## src/rtl/llsc_pkg.sv

```systemverilog
package llsc_pkg;

   typedef enum logic [1:0] {
      OP_LD = 2'd0,
      OP_ST = 2'd1,
      OP_LL = 2'd2,
      OP_SC = 2'd3
   } llsc_op_e;

   typedef enum logic [1:0] {
      EV_TRAP_RET = 2'd0,
      EV_STEP     = 2'd1,
      EV_DEBUG    = 2'd2,
      EV_RSVD     = 2'd3
   } llsc_evt_e;

   typedef enum logic [2:0] {
      ST_IDLE  = 3'd0,
      ST_RD    = 3'd1,
      ST_RWAIT = 3'd2,
      ST_CHK   = 3'd3,
      ST_WR    = 3'd4,
      ST_RSP   = 3'd5
   } llsc_state_e;

endpackage

```

## src/rtl/llsc_resv.sv

```systemverilog
// Reservation holder: address plus captured word; all-ones address = empty.
module llsc_resv #(
   parameter int ADDR_W = 32,
   parameter int DATA_W = 64
) (
   input  logic              clk,
   input  logic              rst_n,
   input  logic              cap_en,
   input  logic [ADDR_W-1:0] cap_addr,
   input  logic [DATA_W-1:0] cap_data,
   input  logic              kill,
   input  logic [ADDR_W-1:0] probe_addr,
   output logic              hit,
   output logic [DATA_W-1:0] resv_data
);

   localparam logic [ADDR_W-1:0] NO_RESV = '1;

   logic [ADDR_W-1:0] resv_addr;

   // kill has priority: a trap in the same cycle as a capture leaves it empty
   always_ff @(posedge clk) begin
      if (!rst_n) begin
         resv_addr <= NO_RESV;
         resv_data <= '0;
      end else if (kill) begin
         resv_addr <= NO_RESV;
      end else if (cap_en) begin
         resv_addr <= cap_addr;
         resv_data <= cap_data;
      end
   end

   assign hit = (probe_addr == resv_addr) && (resv_addr != NO_RESV);

endmodule

```

## src/rtl/llsc_vcmp.sv

```systemverilog
// Value comparison of re-read data against the captured word.
// REG_CMP = 0: combinational; REG_CMP = 1: one register stage.
module llsc_vcmp #(
   parameter int DATA_W  = 64,
   parameter int REG_CMP = 0
) (
   input  logic              clk,
   input  logic              rst_n,
   input  logic              in_vld,
   input  logic [DATA_W-1:0] in_data,
   input  logic [DATA_W-1:0] ref_data,
   output logic              out_vld,
   output logic              out_eq
);

   logic eq_raw;
   assign eq_raw = (in_data == ref_data);

   if (REG_CMP != 0) begin : g_reg
      always_ff @(posedge clk) begin
         if (!rst_n) begin
            out_vld <= 1'b0;
            out_eq  <= 1'b0;
         end else begin
            out_vld <= in_vld;
            out_eq  <= eq_raw;
         end
      end
   end else begin : g_comb
      assign out_vld = in_vld;
      assign out_eq  = eq_raw;
   end

endmodule

```

## src/rtl/llsc_seq.sv

```systemverilog
// Operation sequencer: one request at a time, memory side handshake.
module llsc_seq
   import llsc_pkg::*;
#(
   parameter int ADDR_W  = 32,
   parameter int DATA_W  = 64,
   parameter int REG_CMP = 0
) (
   input  logic              clk,
   input  logic              rst_n,
   input  logic              req_valid,
   input  logic [1:0]        req_op,
   input  logic [ADDR_W-1:0] req_addr,
   input  logic [DATA_W-1:0] req_wdata,
   input  logic              resv_hit,
   input  logic              cmp_vld,
   input  logic              cmp_eq,
   input  logic              mem_rvalid,
   input  logic [DATA_W-1:0] mem_rdata,
   output logic              busy,
   output logic              rsp_valid,
   output logic [DATA_W-1:0] rsp_data,
   output logic              mem_req,
   output logic              mem_we,
   output logic [ADDR_W-1:0] mem_addr,
   output logic [DATA_W-1:0] mem_wdata,
   output logic              mem_lock,
   output logic              cap_en,
   output logic [ADDR_W-1:0] cap_addr,
   output logic [DATA_W-1:0] cap_data,
   output logic              sc_kill
);

   localparam logic [DATA_W-1:0] SC_PASS = DATA_W'(1);

   llsc_state_e       state, state_n;
   llsc_op_e          op_q, op_n, op_in;
   logic [ADDR_W-1:0] addr_q, addr_n;
   logic [DATA_W-1:0] wdata_q, wdata_n;
   logic [DATA_W-1:0] rsp_q, rsp_n;
   logic              accept;

   assign op_in  = llsc_op_e'(req_op);
   assign accept = req_valid && (state == ST_IDLE);

   always_comb begin
      state_n = state;
      op_n    = op_q;
      addr_n  = addr_q;
      wdata_n = wdata_q;
      rsp_n   = rsp_q;
      case (state)
         ST_IDLE: begin
            if (req_valid) begin
               op_n    = op_in;
               addr_n  = req_addr;
               wdata_n = req_wdata;
               rsp_n   = '0;
               case (op_in)
                  OP_ST:   state_n = ST_WR;
                  OP_SC:   state_n = resv_hit ? ST_RD : ST_RSP;
                  default: state_n = ST_RD;
               endcase
            end
         end
         ST_RD: state_n = ST_RWAIT;
         ST_RWAIT: begin
            if (mem_rvalid) begin
               if (op_q == OP_SC) begin
                  if (REG_CMP != 0) state_n = ST_CHK;
                  else              state_n = (cmp_vld && cmp_eq) ? ST_WR : ST_RSP;
               end else begin
                  rsp_n   = mem_rdata;
                  state_n = ST_RSP;
               end
            end
         end
         ST_CHK: begin
            if (cmp_vld) state_n = cmp_eq ? ST_WR : ST_RSP;
         end
         ST_WR: begin
            state_n = ST_RSP;
            if (op_q == OP_SC) rsp_n = SC_PASS;
         end
         ST_RSP:  state_n = ST_IDLE;
         default: state_n = ST_IDLE;
      endcase
   end

   always_ff @(posedge clk) begin
      if (!rst_n) begin
         state   <= ST_IDLE;
         op_q    <= OP_LD;
         addr_q  <= '0;
         wdata_q <= '0;
         rsp_q   <= '0;
      end else begin
         state   <= state_n;
         op_q    <= op_n;
         addr_q  <= addr_n;
         wdata_q <= wdata_n;
         rsp_q   <= rsp_n;
      end
   end

   assign busy      = (state != ST_IDLE);
   assign rsp_valid = (state == ST_RSP);
   assign rsp_data  = rsp_q;

   assign mem_req   = (state == ST_RD) || (state == ST_WR);
   assign mem_we    = (state == ST_WR);
   assign mem_addr  = addr_q;
   assign mem_wdata = wdata_q;
   assign mem_lock  = (op_q == OP_SC) &&
                      ((state == ST_RD) || (state == ST_RWAIT) ||
                       (state == ST_CHK) || (state == ST_WR));

   assign cap_en    = (state == ST_RWAIT) && mem_rvalid && (op_q == OP_LL);
   assign cap_addr  = addr_q;
   assign cap_data  = mem_rdata;
   assign sc_kill   = accept && (op_in == OP_SC);

endmodule

```

## src/rtl/llsc_monitor.sv

```systemverilog
module llsc_monitor
   import llsc_pkg::*;
#(
   parameter int ADDR_W  = 32,
   parameter int DATA_W  = 64,
   parameter int REG_CMP = 0
) (
   input  logic              clk,
   input  logic              rst_n,
   input  logic              req_valid,
   input  logic [1:0]        req_op,
   input  logic [ADDR_W-1:0] req_addr,
   input  logic [DATA_W-1:0] req_wdata,
   input  logic              evt_valid,
   input  logic [1:0]        evt_kind,
   output logic              busy,
   output logic              rsp_valid,
   output logic [DATA_W-1:0] rsp_data,
   output logic              mem_req,
   output logic              mem_we,
   output logic [ADDR_W-1:0] mem_addr,
   output logic [DATA_W-1:0] mem_wdata,
   output logic              mem_lock,
   input  logic              mem_rvalid,
   input  logic [DATA_W-1:0] mem_rdata
);

   if (ADDR_W < 2 || ADDR_W > 64) begin : g_bad_addr_w
      $error("llsc_monitor: ADDR_W must lie in 2..64");
   end
   if (DATA_W < 1) begin : g_bad_data_w
      $error("llsc_monitor: DATA_W must be positive");
   end
   if (REG_CMP != 0 && REG_CMP != 1) begin : g_bad_reg_cmp
      $error("llsc_monitor: REG_CMP must be 0 or 1");
   end

   logic              resv_hit;
   logic [DATA_W-1:0] resv_data;
   logic              cmp_vld, cmp_eq;
   logic              cap_en, sc_kill, trap_clr;
   logic [ADDR_W-1:0] cap_addr;
   logic [DATA_W-1:0] cap_data;

   assign trap_clr = evt_valid && (llsc_evt_e'(evt_kind) == EV_TRAP_RET);

   llsc_resv #(
      .ADDR_W (ADDR_W),
      .DATA_W (DATA_W)
   ) i_resv (
      .clk        (clk),
      .rst_n      (rst_n),
      .cap_en     (cap_en),
      .cap_addr   (cap_addr),
      .cap_data   (cap_data),
      .kill       (sc_kill || trap_clr),
      .probe_addr (req_addr),
      .hit        (resv_hit),
      .resv_data  (resv_data)
   );

   llsc_vcmp #(
      .DATA_W  (DATA_W),
      .REG_CMP (REG_CMP)
   ) i_vcmp (
      .clk      (clk),
      .rst_n    (rst_n),
      .in_vld   (mem_rvalid),
      .in_data  (mem_rdata),
      .ref_data (resv_data),
      .out_vld  (cmp_vld),
      .out_eq   (cmp_eq)
   );

   llsc_seq #(
      .ADDR_W  (ADDR_W),
      .DATA_W  (DATA_W),
      .REG_CMP (REG_CMP)
   ) i_seq (
      .clk        (clk),
      .rst_n      (rst_n),
      .req_valid  (req_valid),
      .req_op     (req_op),
      .req_addr   (req_addr),
      .req_wdata  (req_wdata),
      .resv_hit   (resv_hit),
      .cmp_vld    (cmp_vld),
      .cmp_eq     (cmp_eq),
      .mem_rvalid (mem_rvalid),
      .mem_rdata  (mem_rdata),
      .busy       (busy),
      .rsp_valid  (rsp_valid),
      .rsp_data   (rsp_data),
      .mem_req    (mem_req),
      .mem_we     (mem_we),
      .mem_addr   (mem_addr),
      .mem_wdata  (mem_wdata),
      .mem_lock   (mem_lock),
      .cap_en     (cap_en),
      .cap_addr   (cap_addr),
      .cap_data   (cap_data),
      .sc_kill    (sc_kill)
   );

endmodule

```

## config.mk

```make
export PLATFORM = sky130hd
export DESIGN_NAME = llsc_monitor
export DESIGN_NICKNAME = d
export VERILOG_FILES = /design/src/rtl/llsc_pkg.sv /design/src/rtl/llsc_resv.sv /design/src/rtl/llsc_vcmp.sv /design/src/rtl/llsc_seq.sv /design/src/rtl/llsc_monitor.sv
export SDC_FILE = /design/constraint.sdc
export NUM_CORES = 1
export LEC_CHECK = 0
export BUFFER_PORTS_ARGS = -buffer_cell sky130_fd_sc_hd__buf_4
export CAP_MARGIN = 20
export CELL_PAD_IN_SITES_DETAIL_PLACEMENT = 0
export CELL_PAD_IN_SITES_GLOBAL_PLACEMENT = 1
export CORE_ASPECT_RATIO = 0.5
export CORE_MARGIN = 1
export CORE_UTILIZATION = 30
export DETAILED_ROUTE_END_ITERATION = 7
export PLACE_DENSITY = 0.71
export RECOVER_POWER = 100
export SLEW_MARGIN = 20
export SYNTH_ARGS = -nofsm -noshare
export SYNTH_HDL_FRONTEND = slang
export SYNTH_SLANG_ARGS = --single-unit
```

## constraint.sdc

```tcl
create_clock -name clk -period 3.3 [get_ports clk]
set_input_delay 0.66 -clock clk [delete_from_list [all_inputs] [get_ports clk]]
set_output_delay 0.66 -clock clk [all_outputs]
set_load 0.01 [all_outputs]
```

== Word-level counts from Yosys, hierarchy flattened ==
Cells that the tools add are included.

* Latch bits: 0
* Logic and storage cells: 62
* Memory bits (read-only): 0
* Flip-flop bits (word level): 261
* Memories kept: 0
* Output and inout bits: 165
* Bits in writable memories: 0

* Order comparisons: 0
* Multiplexer cells: 14
* Reduce and logical (&&, ||, !) cells: 22
* Equality and inequality tests: 17
* Multiply operators: 0
* Shift-type cells: 0
* $add $sub $neg: 0
* Div/mod/pow operators: 0
* Bitwise logic cells: 2

{| class="wikitable"
|+ Operator list
! operator !! count
|-
| $mux 64 || 4
|-
| $pmux 64 s3 || 1
|-
| $eq 64x64->1 || 1
|-
| $eq 32x32->1 || 1
|-
| $ne 32x32->1 const B || 1
|-
| $mux 3 || 5
|-
| $pmux 3 s5 || 1
|-
| $logic_and 1x1->1 || 8
|-
| $ne 2x2->1 const B || 4
|-
| $eq 2x2->1 const B || 3
|-
| $eq 3x2->1 const B || 2
|-
| $eq 3x3->1 const B || 2
|-
| $pmux 3 s2 || 1
|-
| $reduce_bool 3->1 || 2
|-
| $logic_or 1x1->1 || 5
|-
| $reduce_and 5->1 || 1
|-
| $reduce_and 2->1 || 2
|-
| $eq 3x1->1 const B || 1
|-
| $logic_not 3->1 || 1
|-
| $reduce_and 3->1 || 1
|-
| $eq 2x1->1 const B || 1
|-
| $logic_not 2->1 || 1
|-
| $mux 1 || 2
|-
| $ne 2x1->1 const B || 1
|-
| 2 further kinds || 3
|}

== Longest topological paths before layout ==
Gate-level depths: netlist of run 1.

* Depth in word-level cells: 6
* Mapped depth: 9
* Depth with buffers taken out: 5

== Modules after synthesis ==
A second synthesis of run 1 with hierarchy kept.

* Cells, all modules: 1237
* Area, all modules: 10994.3 um2

{| class="wikitable"
|+ By module, submodules not included
! module !! cells each !! times used !! area an instance (um2)
|-
| llsc_seq || 712 || 1 || 6348.6
|-
| llsc_resv || 437 || 1 || 3928.8
|-
| llsc_vcmp || 86 || 1 || 705.7
|-
| llsc_monitor || 2 || 1 || 11.3
|}

== Least setup slack after synthesis of run 1 ==
Ideal clock, no wire load.

* Kind: register to output
* Start: register i_seq.state[0]
* End: output port mem_req
* Stages on the path, launching flop included: 6
* Arrival time: 1357 ps
* Setup slack: 1283 ps
* Path through: dfxtp_1 > buf_2 > clkbuf_1 > clkbuf_1 > xnor2_1 > nor2_1

* Cells in the longest elaborated chain, start to end: 2
* Elaborated cells between the ends (all ways): 3
* Those cells by class: eq/ne: 2; reduce/logical: 1

{| class="wikitable"
|+ Ends and longest elaborated chain
! item !! RTL line !! text
|-
| start, declared || llsc_seq.sv:36 || <nowiki>llsc_state_e state, state_n;</nowiki>
|-
| start signal, assigned || llsc_seq.sv:98 || <nowiki>state <= state_n;</nowiki>
|-
| $eq 3x1->1 / $eq 3x3->1 (equally long branches) || llsc_seq.sv:110 || <nowiki>assign mem_req = (state == ST_RD) || (state == ST_WR);</nowiki>
|-
| $logic_or 1x1->1 * || llsc_seq.sv:110 ||
|-
| end, declared || llsc_monitor.sv:19 || <nowiki>output logic mem_req,</nowiki>
|}

Every way passes the cells marked *; elsewhere a longest branch is shown, timed or not.

== Worst setup path after layout of run 1 ==
* Start: register i_seq.state[0]
* End: output port rsp_valid

* Cells in the longest elaborated chain, start to end: 1

{| class="wikitable"
|+ Ends and longest elaborated chain
! item !! RTL line !! text
|-
| $eq 3x3->1 || llsc_seq.sv:107 || <nowiki>assign rsp_valid = (state == ST_RSP);</nowiki>
|-
| end, declared || llsc_monitor.sv:17 || <nowiki>output logic rsp_valid,</nowiki>
|}

No other way between the ends.

==> results of run 1 <==
## per-stage QoR
| step | std cells | hold WS (ns) |
|---|---|---|
| after floorplan | 1312 | 0.447 |
| after global placement | 2041 | 0.443 |
| after detailed placement | 2041 | 0.448 |
| after CTS | 2089 | 0.344 |
| after global routing | 2089 | 0.345 |
| final | 2089 | 0.378 |
## cells by family after synthesis
kind of cell	after synthesis	share of synthesized area [%]
simple gates	557	21.2
buf+inv	97	4.04
compound gates	303	19.5
xor+xnor	94	7.53
flops	261	47.8
## critical path, stage by stage, from the launching register on
cell,delay [ns]
dfxtp_2,0.64
buf_4,0.51
inv_1,0.12
nor2_1,0.13
clkbuf_1,0.22
## cell usage in the layout, fill, tap and decap left out, types with 9 or more instances in the layout
cell and count:
nand4_1 23, clkbuf_1 169, xnor2_1 48, xor2_1 46, nor4_1 15, dfxtp_1 260
buf_4 176, nand2_1 457, clkbuf_16 27, a21boi_0 217, nor2_1 9, o21ai_0 65
nand3_1 33
## power by group through the flow
stage               combinational [mW]  clock (mW)  sequential, mW
global route                      1.60        3.23            3.59
finish                            1.43        2.99            3.56
CTS                               1.63        3.08            3.57
global placement                  1.60           0            3.62
detailed placement                1.63           0            3.63
floorplan                        0.751           0            3.66
## Yosys cell counts (all sizes together), types with 9 or more instances
master	count	share of area, %
a21boi	225	15
buf	36	1.9
clkbuf	56	1.9
dfxtp	261	48
nand2	458	16
nand3	33	1.5
nand4	23	1.3
nor2	9	0.31
nor4	16	1.1
o21ai	65	3.0
xnor2	48	3.8
xor2	46	3.7
## layout make-up
class	instances	area, µm²
Multi-Input combinational cell	954	5280
Clock buffer	38	777
Inverter	5	18.8
Timing Repair Buffer	346	2000
Clock inverter	10	77.6
Fill cell	3696	21200
Sequential cell	261	5230
Tap cell	475	594
## per-layer routing
layer  up-vias  GRT usage, %  wire length [µm]
met5         -             0                 0
met1      4666          22.0             14600
met3        40          3.02              1290
li1       4890             -                 -
met2       168          31.9             17400
met4         0          4.68               675
## worst min path at each step
stage	cells past startpoint	from	end	slack [ns]
finish	3	req_wdata[57]	i_seq.mem_wdata[57]	0.38
global route	3	req_wdata[57]	i_seq.mem_wdata[57]	0.35
CTS	3	req_wdata[46]	i_seq.mem_wdata[46]	0.34
detailed placement	2	i_seq.mem_wdata[57]	i_seq.mem_wdata[57]	0.45
global placement	2	i_seq.mem_wdata[58]	i_seq.mem_wdata[58]	0.44
floorplan	2	i_resv.resv_data[10]	i_resv.resv_data[10]	0.45
## registers in the layout, indices dropped and copies added (netlist names)
register	flops
i_resv.resv_data	64
i_seq.op_q	2
i_seq.state	3
i_resv.resv_addr	32
i_seq.mem_wdata	64
i_seq.cap_addr	32
i_seq.rsp_data	64
==> key figures, run 1 <==
Outcome
  • Failing checks: max-capacitance violations, max-slew violations
  • Outcome: finished with violations

Critical path
  • WP data required: about 2.6 ns
  • R2r startpoint: i_seq.state[2]
  • Worst Path Arrival: 2.25 ns
  • CP Class: flip-flop to primary output
  • Critical R2R Capture: i_seq.mem_wdata[62]
  • CP Capture Point: rsp_valid
  • Crit path max fanout: 53
  • Crit start category: flip-flop
  • Reg2reg setup slack: roughly 0.42 ns
  • Worst r2r path cells: 4
  • CP Capture Type: primary output
  • CP Launch Point: i_seq.state[0]

Floorplanning
  • Die Wd: between 200 and 300 µm
  • Top-Level Pins: roughly 330
  • # rows: 48
  • Area of the core: approximately 35000 µm²
  • Die ar.: 37200 µm²
  • Die Span Y: 137 µm
  • Starting density of the core: between 30% and 40%

Clock tree
  • Clock buffer depth: 3
  • Clock Sinks: ~260
  • Clk_lat worst skew: roughly 0.53 ns
  • Root buf cell: clkbuf_16
  • Clk slew on worst S/H paths: 0.07 ns
  • CTS buffer count: 26
  • Post-CTS resize count: 0
  • # Post-CTS Setup Buffers: 0
  • Post-cts hold buffer count: 0
  • CTS tree: built
  • H-tree level count: 1

Synthesis
  • Post-Syn Area: 10900 µm²
  • Seq/Total Area, Yosys: between 40% and 50%
  • Synth unique cells: 40
  • Flops & latches, synth: 261
  • Number of synthesis warnings: 0
  • Dominant synthesized flop cell: dfxtp_1
  • Post-synth EDFFs: 0
  • Cells after synthesis: around 1300
  • Mapped Nets: approximately 1500
  • Share of flip-flops with an asynchronous set or reset: 0%
  • Synthesized area per cell: between 8 and 9 µm²

Timing
  • Final TNS setup: 0 ns
  • Tcrit/Tclk final: around nine tenths
  • RSZ-0062 raised after global routing: false
  • Final hold vios: 0
  • Final critical-path setup slack: between 0.3 and 0.4 ns
  • # setup viols final: 0
  • Fmax: 344 MHz
  • Max-Slew Margin vs Limit: -24.1%
  • Skew final: 0.00785 ns
  • Least-Margin Pin Slew: 1.86 ns
  • Final worst path period need: just under 3 ns
  • Max-slew violation count: 99

Power and ir drop
  • Static Leak: ~5.3 nW
  • Tot Pwr: 7.97 mW
  • Flop pwr share: between 40% and 50%
  • PD cells: ~570 nW/µm²
  • Sw Pwr: 2.38 mW
  • Peak supply drop: 0.359 mV
  • Int Pwr: between 5 and 6 mW
  • Comb power frac: roughly 18%
  • Clk pwr share: 37.5%
  • Net Sw Frac: approximately 30%

Detailed routing
  • Initial DRC Count: 567
  • Post-DR vias/cell: approximately 4.7
  • DRC viols: 0
  • DR pass1 iterations: 5
  • Post-route ant nets: 0
  • WL per Instance: ~16 µm
  • Vias: slightly below 10000
  • Final WL: 33.9 mm

Cells and area
  • Nets: roughly 1800
  • Final core occ: about 40%
  • N_diodes: 0
  • Design area: about 14000 µm²
  • Area grow syn2layout: 27.9%
  • Layout cell share with drive strength beyond 1: between 10% and 20%

Place
  • Placed Area: ~14000 µm²
  • IO Port Bufs: 333
  • Pre-CTS setup slack: 0.816 ns
  • GP Congestion: about 0.80
  • Dpl hpwl: 24.1 mm

Global routing
  • Vias in the first global route: 9574
  • GRT overflow: 0
  • Total Routing Usage GR: between 15 and 20%
  • Initial antenna violation count: 0
  • Largest net degree at the start of global routing: between 90 and 100
  • First-pass GRT wire length: 52.8 mm

Min path
  • Worst hold path type: primary input to flip-flop

Job
  • Number of max-cap violations: 1
Note: power is estimated with default switching activity, not from simulation.
==> run 2, diff against run 1 <==
==> constraint.sdc (replaced) <==
create_clock -name clk -period 3.3 [get_ports clk]
set_input_delay 0.495 -clock clk [delete_from_list [all_inputs] [get_ports clk]]
set_output_delay 0.495 -clock clk [all_outputs]
set_load 0.01 [all_outputs]
==> key figures, run 2 (same netlist as run 1, synthesis figures left out) <==
Outcome
  • Outcome: complete, no violations (was finished with violations)

Critical path
  • Worst Path Arrival: 2.26 ns (was 2.25 ns)
  • Worst r2r path cells: 6 (was 4)
  • CP Class: flip-flop to primary output (unchanged)
  • Crit start category: flip-flop (unchanged)
  • Crit path max fanout: 24 (was 53)
  • WP data required: 2.80 ns (was 2.64 ns)
  • CP Capture Type: primary output (unchanged)

Power and ir drop
  • Static Leak: 5.32 nW (was 5.29 nW)
  • Peak supply drop: 0.325 mV (was 0.359 mV)
  • PD cells: 587 nW/µm² (was 570 nW/µm²)
  • Tot Pwr: 8.25 mW (was 7.97 mW)

Detailed routing
  • Initial DRC Count: 541 (was 567)
  • Vias: 9811 (was 9764)
  • Post-DR vias/cell: 4.70 (was 4.67)
  • Post-route ant nets: 0 (unchanged)
  • DR pass1 iterations: 4 (was 5)
  • Final WL: 34.2 mm (was 33.9 mm)
  • WL per Instance: 16.4 µm (was 16.2 µm)
  • DRC viols: 0 (unchanged)

Clock tree
  • Post-cts hold buffer count: 0 (unchanged)
  • Clock buffer depth: 3 (unchanged)
  • CTS tree: built (unchanged)
  • CTS buffer count: 27 (was 26)
  • # Post-CTS Setup Buffers: 0 (unchanged)
  • Clk slew on worst S/H paths: 0.06 ns (was 0.07 ns)
  • Post-CTS resize count: 0 (unchanged)
  • H-tree level count: 1 (unchanged)
  • Clk_lat worst skew: 0.54 ns (was 0.53 ns)
  • Clock Sinks: 261 (unchanged)
  • Root buf cell: clkbuf_16 (unchanged)

Timing
  • RSZ-0062 raised after global routing: false (unchanged)
  • Hold WS: 0.204 ns (was 0.378 ns)
  • Max-Slew Margin vs Limit: 22.6% (was -24.1%)
  • Final worst path period need: 2.75 ns (was 2.91 ns)
  • Skew final: 0.00993 ns (was 0.00785 ns)
  • Fmax: 363 MHz (was 344 MHz)
  • Max-slew violation count: 0 (was 99)
  • Final TNS setup: 0 ns (unchanged)
  • # setup viols final: 0 (unchanged)
  • Least-Margin Pin Slew: 1.16 ns (was 1.86 ns)
  • Final hold vios: 0 (unchanged)
  • Tcrit/Tclk final: 83.5% (was 88.1%)

Global routing
  • GRT overflow: 0 (unchanged)
  • Largest net degree at the start of global routing: 142 (was 99)
  • Vias in the first global route: 9394 (was 9574)
  • First-pass GRT wire length: 52.5 mm (was 52.8 mm)
  • Total Routing Usage GR: 17.6% (was 17.8%)
  • Initial antenna violation count: 1 (was 0)

Cells and area
  • Layout cell share with drive strength beyond 1: 14.4% (about the same)
  • Filler cell count: 3679 (was 3696)
  • Most frequent cells in the layout: nand2_1, dfxtp_1, a21boi_0 (unchanged)
  • Final cell count without fillers: 2089 (unchanged)
  • Most common cell after layout, fill and taps aside: nand2_1 (unchanged)
  • Area grow syn2layout: 28.7% (was 27.9%)
  • Nets: 1763 (unchanged)

Floorplanning
  • Die Span Y: 137 µm (unchanged)
  • Top-Level Pins: 334 (unchanged)
  • Area of the core: 35100 µm² (unchanged)
  • # rows: 48 (unchanged)
  • Die ar.: 37200 µm² (unchanged)
  • Die Wd: 272 µm (unchanged)
  • Starting density of the core: 31.1% (unchanged)

Place
  • Dpl hpwl: 24.1 mm (about the same)
  • GP Congestion: 0.814 (was 0.803)
  • IO Port Bufs: 333 (unchanged)
  • Placed cells: 2040 (was 2041)

Job
  • Number of max-cap violations: 0 (was 1)

Min path
  • Worst hold path type: primary input to flip-flop (unchanged)
  • Hold Path Depth: 3 (unchanged)
[run 2: changes by cell type in the layout (fill, tap and decap cells not counted), moves of 2 or more]
cell,previous run,this run
a21boi_0,217,219
a21boi_1,8,6
bufinv_16,1,4
clkbuf_1,169,167
clkinv_2,8,4
[run 2: per-layer routing]
metal  part of all wire [%]  global-route usage (%)
met4                    2.0                    4.37
met3                    3.4                    2.84
met2                     52                    31.9
met5                      0                       0
met1                     42                    21.8
[run 2: critical path, cell delays in order, from the launching register on]
cell and delay [ns]:
dfxtp_1 0.91, buf_4 0.40, inv_1 0.09, nor2_1 0.10
clkbuf_1 0.21
[run 2: power breakdown]
group	internal, mW	total (mW)	switching, mW
logic	0.519	1.44	0.921
clock network	1.97	3.26	1.29
registers	3.38	3.55	0.175
total	5.86	8.25	2.39
[run 2: stage by stage]
stage | instance area (µm²) | util (%) | setup WS [ns]
after floorplan | 10900 | - | 1.45
after global placement | 13800 | 39.2 | 1.01
after detailed placement | 13800 | 39.2 | 0.900
after CTS | 14700 | 41.8 | 0.823
after global routing | 14100 | 40.0 | 0.365
final | 14100 | 40.0 | 0.545
[run 2: worst paths after layout]
check / startpoint / endpoint / slack, ns
max: i_seq.state[0] / rsp_valid / 0.55
min: req_wdata[57] / i_seq.mem_wdata[57] / 0.20
max reg2reg: i_seq.state[0] / i_resv.resv_data[26] / 0.72
min reg2reg: i_seq.mem_wdata[57] / i_seq.mem_wdata[57] / 0.46
[run 2: cell type report]
type / count / area (µm²) / share of cell area, %
Tap cell: 475 / 594 / 4.23
Antenna cell: 1 / 2.50 / 0.0178
Clock inverter: 10 / 156 / 1.11
Inverter: 5 / 18.8 / 0.133
Multi-Input combinational cell: 954 / 5270 / 37.4
Clock buffer: 38 / 787 / 5.60
Timing Repair Buffer: 345 / 2020 / 14.3
Sequential cell: 261 / 5230 / 37.1
==> run 3, diff against run 2 <==
- PLACE_DENSITY: 0.71 -> 0.74
- clock period: 3.3 -> 2.4 ns (I/O delays scaled with it)
==> key figures, run 3 (same netlist as run 1, synthesis figures left out) <==
Floorplanning
  • Die ar.: 37200 µm² (unchanged)
  • Area of the core: 35100 µm² (unchanged)
  • # rows: 48 (unchanged)
  • Top-Level Pins: 334 (unchanged)
  • Die Span Y: 137 µm (unchanged)
  • Die Wd: 272 µm (unchanged)
  • Starting density of the core: 31.1% (unchanged)

Detailed routing
  • Final WL: 33.7 mm (was 34.2 mm)
  • Post-DR vias/cell: 4.58 (was 4.70)
  • Initial DRC Count: 556 (was 541)
  • DR pass1 iterations: 5 (was 4)
  • Post-route ant nets: 0 (unchanged)
  • DRC viols: 0 (unchanged)
  • Vias: 9609 (was 9811)
  • WL per Instance: 16.0 µm (was 16.4 µm)

Timing
  • Skew final: 0.0102 ns (was 0.00993 ns)
  • Tcrit/Tclk final: 91.6%
  • Fmax: around 450 MHz
  • Final critical-path setup slack: 0.202 ns (was 0.545 ns)
  • Final worst path period need: 2.20 ns
  • Max-slew violation count: 0 (unchanged)
  • Hold WS: 0.0553 ns (was 0.204 ns)
  • # setup viols final: 0 (unchanged)
  • RSZ-0062 raised after global routing: false (unchanged)
  • Final hold vios: 0 (unchanged)
  • Least-Margin Pin Slew: 0.732 ns (was 1.16 ns)
  • Final TNS setup: 0 ns (unchanged)
  • Max-Slew Margin vs Limit: 50.5% (was 22.6%)

Global routing
  • Initial antenna violation count: 0 (was 1)
  • Total Routing Usage GR: 17.5% (was 17.6%)
  • Largest net degree at the start of global routing: 99 (was 142)
  • Vias in the first global route: 9170 (was 9394)
  • GRT overflow: 0 (unchanged)
  • First-pass GRT wire length: 52.2 mm (was 52.5 mm)

Cells and area
  • Most common cell after layout, fill and taps aside: nand2_1 (unchanged)
  • Layout cell share with drive strength beyond 1: 14.7% (was 14.4%)
  • Final cell count without fillers: 2098 (was 2089)
  • Most frequent cells in the layout: nand2_1, dfxtp_1, a21boi_0 (unchanged)
  • Area grow syn2layout: 29.1% (was 28.7%)
  • Design area: 14100 µm² (about the same)
  • N_diodes: 0 (was 1)
  • Filler cell count: 3777 (was 3679)
  • Nets: 1772 (was 1763)

Critical path
  • CP Class: flip-flop to primary output (unchanged)
  • Reg2reg setup slack: 0.23 ns (was 0.72 ns)
  • WP data required: 2.04 ns (was 2.80 ns)
  • R2r startpoint: i_seq.state[1] (was i_seq.state[0])
  • Crit path max fanout: 13 (was 24)
  • CP Launch Point: i_seq.state[2] (was i_seq.state[0])
  • Worst r2r path cells: 6 (unchanged)
  • CP Capture Type: primary output (unchanged)
  • Worst Path Arrival: 1.84 ns (was 2.26 ns)
  • Crit start category: flip-flop (unchanged)
  • Critical R2R Capture: i_resv.resv_data[39] (was i_resv.resv_data[26])

Clock tree
  • CTS tree: built (unchanged)
  • Root buf cell: clkbuf_16 (unchanged)
  • H-tree level count: 1 (unchanged)
  • # Post-CTS Setup Buffers: 0 (unchanged)
  • Post-cts hold buffer count: 0 (unchanged)
  • Clk_lat worst skew: 0.55 ns (was 0.54 ns)
  • CTS buffer count: 27 (unchanged)
  • Clock Sinks: 261 (unchanged)
  • Post-CTS resize count: 0 (unchanged)
  • Clock buffer depth: 3 (unchanged)
  • Clk slew on worst S/H paths: 0.07 ns (was 0.06 ns)

Min path
  • Hold_sp: req_wdata[52] (was req_wdata[57])
  • Hold Path Depth: 3 (unchanged)
  • WHS Endpoint: i_seq.mem_wdata[52] (was i_seq.mem_wdata[57])
  • Worst hold path type: primary input to flip-flop (unchanged)

Power and ir drop
  • Clk pwr share: 38.1% (was 39.5%)
  • Int Pwr: 7.78 mW (was 5.86 mW)
  • Static Leak: 5.35 nW (was 5.32 nW)
  • Flop pwr share: 43.5% (was 43.0%)
  • Peak supply drop: 0.527 mV (was 0.325 mV)
  • PD cells: 788 nW/µm² (was 587 nW/µm²)
  • Sw Pwr: 3.34 mW (was 2.39 mW)
  • Net Sw Frac: 30.0% (was 28.9%)
  • Comb power frac: 18.4% (was 17.5%)

Place
  • Placed Area: 13900 µm² (was 13800 µm²)
  • GP Congestion: 0.797 (was 0.814)
  • Dpl hpwl: 23.2 mm (was 24.1 mm)
  • Pre-CTS setup slack: 0.463 ns (was 0.900 ns)
  • Placed cells: 2049 (was 2040)
  • IO Port Bufs: 333 (unchanged)

Outcome
  • Outcome: complete, no violations (unchanged)

Job
  • Number of max-cap violations: 0 (unchanged)
==> run 3: cell type report <==
type	count	area, µm²	share of cell area [%]
Inverter	5	18.8	0.133
Clock buffer	42	802	5.68
Tap cell	475	594	4.21
Clock inverter	7	73.8	0.523
Sequential cell	261	5230	37.0
Timing Repair Buffer	354	2140	15.1
Multi-Input combinational cell	954	5260	37.3
==> run 3: how the worst max path moves through the flow <==
stage,end,slack [ns]
6_report,busy,0.20
3_5_place_dp,i_resv.resv_data[39],0.46
2_1_floorplan,mem_req,0.68
3_3_place_gp,i_resv.resv_data[39],0.50
4_1_cts,busy,0.23
5_1_grt,i_resv.resv_data[39],0.1
==> run 3: stage by stage <==
step,util (%),power [mW]
detailed placement,39.5,7.29
floorplan,-,6.06
global placement,39.5,7.29
global route,40.2,11.7
finish,40.2,11.1
CTS,42.0,11.6
==> run 3: per-layer routing <==
| layer | up-vias | share of wire (%) | global-route usage, % |
|---|---|---|---|
| met5 | - | 0 | 0 |
| met4 | 0 | 1.6 | 3.43 |
| met3 | 37 | 3.6 | 3.00 |
| met2 | 144 | 50 | 30.8 |
| met1 | 4499 | 45 | 22.7 |
| li1 | 4929 | - | - |
==> run 3: power by group through the flow <==
| stage | Combinational [mW] | Sequential, mW | Clock, mW |
|---|---|---|---|
| 2_1_floorplan | 1.03 | 5.03 | 0 |
| 3_3_place_gp | 2.35 | 4.94 | 0 |
| 3_5_place_dp | 2.34 | 4.95 | 0 |
| 4_1_cts | 2.35 | 4.85 | 4.37 |
| 5_1_grt | 2.26 | 4.88 | 4.54 |
| 6_report | 2.04 | 4.84 | 4.24 |
==> run 3: critical path: stages, from the launching register on <==
cell and delay, ns:
dfxtp_1 0.31, clkbuf_2 0.23, nor3_2 0.34, clkbuf_1 0.18, inv_1 0.08, clkbuf_1 0.14
